<file path="config.mk">
export PLATFORM = sky130hd
export DESIGN_NAME = gray_capture_array
export DESIGN_NICKNAME = d
export VERILOG_FILES = /design/src/rtl/gca_pkg.sv /design/src/rtl/gca_ctrl.sv /design/src/rtl/gca_column.sv /design/src/rtl/gca_datapath.sv /design/src/rtl/gray_capture_array.sv
export SDC_FILE = /design/constraint.sdc
export NUM_CORES = 1
export LEC_CHECK = 0
export ABC_AREA = 1
export BUFFER_PORTS_ARGS = -buffer_cell sky130_fd_sc_hd__buf_2
export CORE_ASPECT_RATIO = 0.5
export CORE_UTILIZATION = 60
export DETAILED_ROUTE_END_ITERATION = 7
export PLACE_DENSITY = 0.79
export RECOVER_POWER = 50
export REMOVE_ABC_BUFFERS = 1
export SYNTH_ARGS = -nofsm -noshare
export SYNTH_HDL_FRONTEND = slang
export SYNTH_SLANG_ARGS = --single-unit
export TNS_END_PERCENT = 20
</file>
<file path="constraint.sdc">
create_clock -name clk -period 2.09 [get_ports clk]
set_input_delay 0.209 -clock clk [delete_from_list [all_inputs] [get_ports clk]]
set_output_delay 0.209 -clock clk [all_outputs]
set_load 0.03 [all_outputs]
</file>
<file path="src/rtl/gca_pkg.sv">
package gca_pkg;
  // Strobes from control into the capture datapath.
  typedef struct packed {
    logic clrAll;   // empty every column (conversion start)
  } gca_strobe_t;
endpackage

</file>
<file path="src/rtl/gca_ctrl.sv">
module gca_ctrl #(
  parameter int CNT_W = 10
) (
  input  logic                     clk,
  input  logic                     rstN,
  input  logic                     startPulse,
  output gca_pkg::gca_strobe_t     strobe,
  output logic [CNT_W-1:0]         grayCount,
  output logic                     convBusy,
  output logic                     convDone
);
  localparam logic [CNT_W-1:0] LAST_BIN = '1;

  logic [CNT_W-1:0] binCnt;

  always_ff @(posedge clk or negedge rstN) begin
    if (!rstN) begin
      binCnt   <= '0;
      convBusy <= 1'b0;
      convDone <= 1'b0;
    end else if (startPulse) begin
      binCnt   <= '0;
      convBusy <= 1'b1;
      convDone <= 1'b0;
    end else if (convBusy) begin
      if (binCnt == LAST_BIN) begin
        convBusy <= 1'b0;
        convDone <= 1'b1;
      end else begin
        binCnt <= binCnt + 1'b1;
      end
    end
  end

  // One bit flips per step, so a capture at a transition is off by at most one code.
  assign grayCount     = binCnt ^ (binCnt >> 1);
  assign strobe.clrAll = startPulse;
endmodule

</file>
<file path="src/rtl/gca_column.sv">
module gca_column #(
  parameter int CNT_W = 10
) (
  input  logic             clk,
  input  logic             rstN,
  input  logic             cmpIn,
  input  logic             clr,
  input  logic [CNT_W-1:0] grayCode,
  output logic [CNT_W-1:0] q0N,
  output logic [CNT_W-1:0] q1,
  output logic             valid,
  output logic             err
);
  logic syncA, syncB, syncPrev;
  logic rise, armed;
  logic [CNT_W-1:0] zeroSet, oneSet;

  always_ff @(posedge clk or negedge rstN) begin
    if (!rstN) begin
      syncA    <= 1'b0;
      syncB    <= 1'b0;
      syncPrev <= 1'b0;
    end else begin
      syncA    <= cmpIn;
      syncB    <= syncA;
      syncPrev <= syncB;
    end
  end

  assign rise  = syncB & ~syncPrev;
  assign armed = (&q0N) & ~(|q1);

  // Per bit: two set-only flags, each blocked by the other.
  for (genvar b = 0; b < CNT_W; b++) begin : g_bit
    always_ff @(posedge clk or negedge rstN) begin
      if (!rstN) begin
        q0N[b] <= 1'b1;
        q1[b]  <= 1'b0;
      end else if (clr) begin
        q0N[b] <= 1'b1;
        q1[b]  <= 1'b0;
      end else if (rise && armed) begin
        if (grayCode[b] && q0N[b]) q1[b] <= 1'b1;
        if (!grayCode[b] && !q1[b]) q0N[b] <= 1'b0;
      end
    end
  end

  assign zeroSet = ~q0N;
  assign oneSet  = q1;
  assign valid   = &(zeroSet ^ oneSet);
  assign err     = (|(zeroSet & oneSet)) | ((|(zeroSet | oneSet)) & ~valid);
endmodule

</file>
<file path="src/rtl/gca_datapath.sv">
module gca_datapath #(
  parameter int CNT_W   = 10,
  parameter int NUM_COL = 8,
  parameter int COL_W   = $clog2(NUM_COL)
) (
  input  logic                            clk,
  input  logic                            rstN,
  input  gca_pkg::gca_strobe_t            strobe,
  input  logic [CNT_W-1:0]                grayCount,
  input  logic [NUM_COL-1:0]              cmpIn,
  input  logic [NUM_COL-1:0]              cmpRst,
  input  logic [COL_W-1:0]                rdSel,
  output logic [NUM_COL-1:0]              colClr,
  output logic [NUM_COL-1:0][CNT_W-1:0]   colQ0N,
  output logic [NUM_COL-1:0][CNT_W-1:0]   colQ1,
  output logic [NUM_COL-1:0]              colValid,
  output logic [NUM_COL-1:0]              colErr,
  output logic [CNT_W-1:0]                rdBin,
  output logic                            rdValid,
  output logic [CNT_W-1:0]                rdQ0N,
  output logic [CNT_W-1:0]                rdQ1
);
  assign colClr = cmpRst | {NUM_COL{strobe.clrAll}};

  for (genvar c = 0; c < NUM_COL; c++) begin : g_col
    gca_column #(.CNT_W(CNT_W)) u_col (
      .clk     (clk),
      .rstN    (rstN),
      .cmpIn   (cmpIn[c]),
      .clr     (colClr[c]),
      .grayCode(grayCount),
      .q0N     (colQ0N[c]),
      .q1      (colQ1[c]),
      .valid   (colValid[c]),
      .err     (colErr[c])
    );
  end

  logic             selInRange;
  logic [CNT_W-1:0] selQ0N, selQ1, selBin;
  logic             selValid;

  assign selInRange = (int'(rdSel) < NUM_COL);

  always_comb begin
    selQ0N   = '1;
    selQ1    = '0;
    selValid = 1'b0;
    if (selInRange) begin
      selQ0N   = colQ0N[rdSel];
      selQ1    = colQ1[rdSel];
      selValid = colValid[rdSel];
    end
    selBin[CNT_W-1] = selQ1[CNT_W-1];
    for (int b = CNT_W - 2; b >= 0; b--) selBin[b] = selBin[b+1] ^ selQ1[b];
  end

  always_ff @(posedge clk or negedge rstN) begin
    if (!rstN) begin
      rdBin   <= '1;
      rdValid <= 1'b0;
      rdQ0N   <= '1;
      rdQ1    <= '0;
    end else begin
      rdBin   <= selValid ? selBin : '1;
      rdValid <= selValid;
      rdQ0N   <= selQ0N;
      rdQ1    <= selQ1;
    end
  end
endmodule

</file>
<file path="src/rtl/gray_capture_array.sv">
module gray_capture_array #(
  parameter int CNT_W   = 10,
  parameter int NUM_COL = 8,
  parameter int COL_W   = $clog2(NUM_COL)
) (
  input  logic               clk,
  input  logic               rstN,
  input  logic               startPulse,
  input  logic [NUM_COL-1:0] cmpIn,
  input  logic [NUM_COL-1:0] cmpRst,
  input  logic [COL_W-1:0]   rdSel,
  output logic [CNT_W-1:0]   grayCount,
  output logic               convBusy,
  output logic               convDone,
  output logic [NUM_COL-1:0] colValid,
  output logic [NUM_COL-1:0] colErr,
  output logic [CNT_W-1:0]   rdBin,
  output logic               rdValid,
  output logic [CNT_W-1:0]   rdQ0N,
  output logic [CNT_W-1:0]   rdQ1
);
  gca_pkg::gca_strobe_t                strobe;
  logic [NUM_COL-1:0]                  colClr;
  logic [NUM_COL-1:0][CNT_W-1:0]       colQ0N;
  logic [NUM_COL-1:0][CNT_W-1:0]       colQ1;

  gca_ctrl #(.CNT_W(CNT_W)) u_ctrl (
    .clk       (clk),
    .rstN      (rstN),
    .startPulse(startPulse),
    .strobe    (strobe),
    .grayCount (grayCount),
    .convBusy  (convBusy),
    .convDone  (convDone)
  );

  gca_datapath #(.CNT_W(CNT_W), .NUM_COL(NUM_COL), .COL_W(COL_W)) u_dp (
    .clk      (clk),
    .rstN     (rstN),
    .strobe   (strobe),
    .grayCount(grayCount),
    .cmpIn    (cmpIn),
    .cmpRst   (cmpRst),
    .rdSel    (rdSel),
    .colClr   (colClr),
    .colQ0N   (colQ0N),
    .colQ1    (colQ1),
    .colValid (colValid),
    .colErr   (colErr),
    .rdBin    (rdBin),
    .rdValid  (rdValid),
    .rdQ0N    (rdQ0N),
    .rdQ1     (rdQ1)
  );
endmodule

</file>
==> flow_metrics.tcl <==
set metrics [dict create \
    synthFlopType "dfrtp_1" \
    fmax_mhz 398.0 \
    place_congestion 1.009 \
    final-instance-count-excl-fill 2152 \
    end_kind "output pin" \
    post-route-period-util_pct 120.2 \
    power.leakage_nw 8.869 \
    dieWidth_um 213.8 \
    antenna_found_initial 1 \
    post_drt_via_cell_ratio 6.402 \
    period_minus_slack_ns 2.512 \
    clk_latency_ns 0.54 \
    worstSetupStartpointType "flop" \
    syn_avg_cell_area_um2 8.748 \
    die_h_um 107.9 \
    core-area_mm2 0.02182 \
    multiInputGateArea_mm2 0.007412 \
    dpl_cell_area_mm2 0.01560 \
    cts_tree "done" \
    grt_pass1_wl_um 71020 \
    stdcell_area_mm2 0.01788 \
    seq_area_frac_synth_pct 43.12 \
    crit_type "reg -> out" \
    fin_setup_tns_ns -5.143 \
    max-vdd-ir-drop_mv 0.6135 \
    timing_worst_slew_pin_value_ns 1.952 \
    cts.sinks 227 \
    cap_violations 1 \
    layout_setup_ws_ns -0.4224 \
    syn_area_mm2 0.01346 \
    first_global_vias 12900 \
    initial_utilization_pct 61.69 \
    dp.cells 2055 \
    cts.path.max_buffers 3 \
    routedWlPerCell_um 23.07 \
    dr.pass1.iters 6 \
    cts_buffers 21 \
    htree_levels 1 \
    drive_gt1_share_pct 37.20 \
    grt_overflow_total 0 \
    regArea_mm2 0.005809 \
    async_flop_share_pct 100.0 \
    dieArea_mm2 0.02308 \
    root_buffer "clkbuf_16" \
    area_delta_synth_final_pct 32.84 \
    final_util_pct 81.95 \
    nFillCells 1264 \
    cp.required_ns 1.88 \
    rows 38 \
    grt_max_degree 71 \
    run_status "finished with violations" \
    hpwlAfterDp_um 32550 \
    critPathMaxFanout 2 \
    grt_usage_pct 40.70 \
    port-buffer-count 80 \
    ios 81 \
    clk_pin_slew_ns 0.06 \
    finalClockSkew_ns 0.02716 \
    vias 13780 \
    nets 2028 \
    p_per_area_mw_per_mm2 651.3 \
    detail_route.iter0.violations 1824 \
    setup_viol 27 \
    drv_slew 69 \
    failed_checks "max-capacitance violations, max-slew violations, negative setup slack" \
    rsz0062_at_grt "true" \
    netlist_instances 1539 \
    holdCritPathClass "in -> reg" \
    finalHoldViolCount 0 \
    drc 0 \
    synth_edf_count 0 \
    yosys_register_bits 227 \
    cp.arrival_ns 2.30 \
    yosysWarnings 0 \
    drt_wl_total_um 49650 \
    ant_nets 0 \
    insertedDiodeCount 0 \
    netlist-cell-type-count 32 \
    relSlewSlack_pct -30.15 \
]
==> cells by family (layout without fill, tap and decap cells) <==
family	count (synthesis)	count (layout)	synth area share (%)
buffers and inverters	292	605	8.987
AND/OR/NAND/NOR	517	517	18.97
adder cells (fa/ha/maj)	169	169	15.71
flip-flops	227	227	43.12
AO/OA/AOI/OAI	334	334	13.22
==> power by group <==
| part | internal, mW | total [mW] | switching, mW |
|---|---|---|---|
| clock | 2.50 | 4.31 | 1.81 |
| combinational | 0.982 | 2.59 | 1.61 |
| sequential | 4.64 | 4.74 | 0.105 |
| total | 8.12 | 11.6 | 3.53 |
==> synthesized netlist by cell type, drive strengths merged, types with 37 or more instances <==
| cell type | n | share of area (%) |
|---|---|---|
| dfstp | 100 | 20 |
| buf | 37 | 1.9 |
| nand2 | 166 | 4.9 |
| inv | 193 | 5.4 |
| nor3 | 93 | 3.5 |
| nand3 | 136 | 5.6 |
| ha | 169 | 16 |
| nand4 | 51 | 2.4 |
| clkbuf | 47 | 1.3 |
| dfrtp | 127 | 24 |
| a21oi | 148 | 5.5 |
| o21ai | 153 | 5.8 |
==> worst paths after layout <==
path | to | depth (start not counted) | startpoint | slack, ns
max in group asynchronous | u_dp.g_col[2].u_col.q0N[6]$_DFFE_PN1P_ | 3 | rstN | 0.10
min reg2reg | u_dp.g_col[1].u_col.syncB$_DFF_PN0_ | 0 | u_dp.g_col[1].u_col.syncA$_DFF_PN0_ | 0.35
max reg2reg | u_dp.rdBin[0]$_DFF_PN1_ | 17 | u_dp.g_col[0].u_col.q1[8]$_DFFE_PN0P_ | -0.13
min | u_dp.g_col[3].u_col.q0N[3]$_DFFE_PN1P_ | 4 | cmpRst[3] | 0.05
max | colErr[2] | 7 | u_dp.g_col[2].u_col.q0N[3]$_DFFE_PN1P_ | -0.42
min in group asynchronous | u_ctrl.binCnt[4]$_DFFE_PN0P_ | 2 | rstN | 0.76
==> through the flow <==
stage | total power, mW | hold WS (ns) | worst slack [ns]
6_report | 11.65 | 0.04767 | -0.4224
5_1_grt | 11.98 | 0.06727 | -0.4806
4_1_cts | 11.32 | 0.04364 | -0.3275
3_5_place_dp | 6.865 | 0.2161 | -0.2497
3_3_place_gp | 6.800 | 0.2111 | -0.2693
2_1_floorplan | 5.894 | -0.08659 | -0.3818
==> layer usage <==
| metal | vias to the layer above | GRT usage, % | wire, um |
|---|---|---|---|
| met5 | - | 0 | 10 |
| met4 | 2 | 13.06 | 2818 |
| met3 | 286 | 9.160 | 6033 |
| met2 | 995 | 63.38 | 21710 |
| met1 | 6618 | 56.49 | 19070 |
| li1 | 5876 | - | - |
==> what timing repair did <==
action / 4_1_cts / 5_1_grt
resized for setup: 104 / 139
gates cloned: 0 / 1
hold buffers: 10 / 0
hold endpoints to repair: 44 / 0
pin swaps: 32 / 45
buffers inserted: 20 / 30
endpoints found under the setup margin: 30 / 97
==> cells in the final DEF (no fill, tap or decap), types with 5 or more instances in the layout <==
cell / netlist / final
nand3_1: 124 / 104
nand2_2: 9 / 17
o21ai_1: 9 / 8
a21oi_1: 148 / 147
nor2_1: 34 / 28
dlygate4sd3_1: 0 / 10
clkinv_1: 15 / 15
dfrtp_1: 127 / 124
ha_1: 169 / 135
dfstp_2: 100 / 100
ha_4: 0 / 31
buf_6: 3 / 23
nand3_4: 2 / 10
inv_1: 188 / 127
a31oi_1: 10 / 10
nor4_2: 0 / 17
nor2_2: 0 / 5
buf_2: 8 / 64
inv_2: 4 / 63
clkbuf_16: 0 / 22
nand3_2: 10 / 22
nand4_1: 51 / 51
a221oi_1: 10 / 10
clkbuf_1: 47 / 7
nor4_4: 0 / 6
o21ai_0: 140 / 138
nor3_1: 93 / 85
nor4_1: 36 / 13
nor3_2: 0 / 8
nand2_1: 156 / 145
buf_12: 0 / 6
buf_4: 21 / 251
o21ai_2: 4 / 7
==> layout make-up <==
| class | count | share of cell area, % |
|---|---|---|
| clock buffer | 32 | 3.393 |
| clock inverter | 6 | 0.7486 |
| inverter | 208 | 4.407 |
| multi-input combinational | 1020 | 41.44 |
| sequential | 227 | 32.48 |
| tap | 300 | 2.099 |
| timing repair buffer | 359 | 15.43 |
==> sequential cells by signal, summed over array words and instances (netlist names), 8 cells and up <==
| register | cells |
|---|---|
| u_dp.rdBin | 10 |
| u_dp.rdQ0N | 10 |
| u_dp.rdQ1 | 10 |
| u_ctrl.binCnt | 10 |
| u_dp.g_col.u_col.q1 | 80 |
| u_dp.g_col.u_col.q0N | 80 |
| u_dp.g_col.u_col.syncPrev | 8 |
| u_dp.g_col.u_col.syncB | 8 |
| u_dp.g_col.u_col.syncA | 8 |
==> critical path, cell delays in order, from the launching register on <==
cell and delay (ns):
dfstp_2 0.56, inv_2 0.06, ha_4 0.25, nand4_1 0.13, nor3_2 0.26, buf_4 0.18, o2111ai_4 0.13, buf_6 0.19
(Power assumes the default switching activity.)
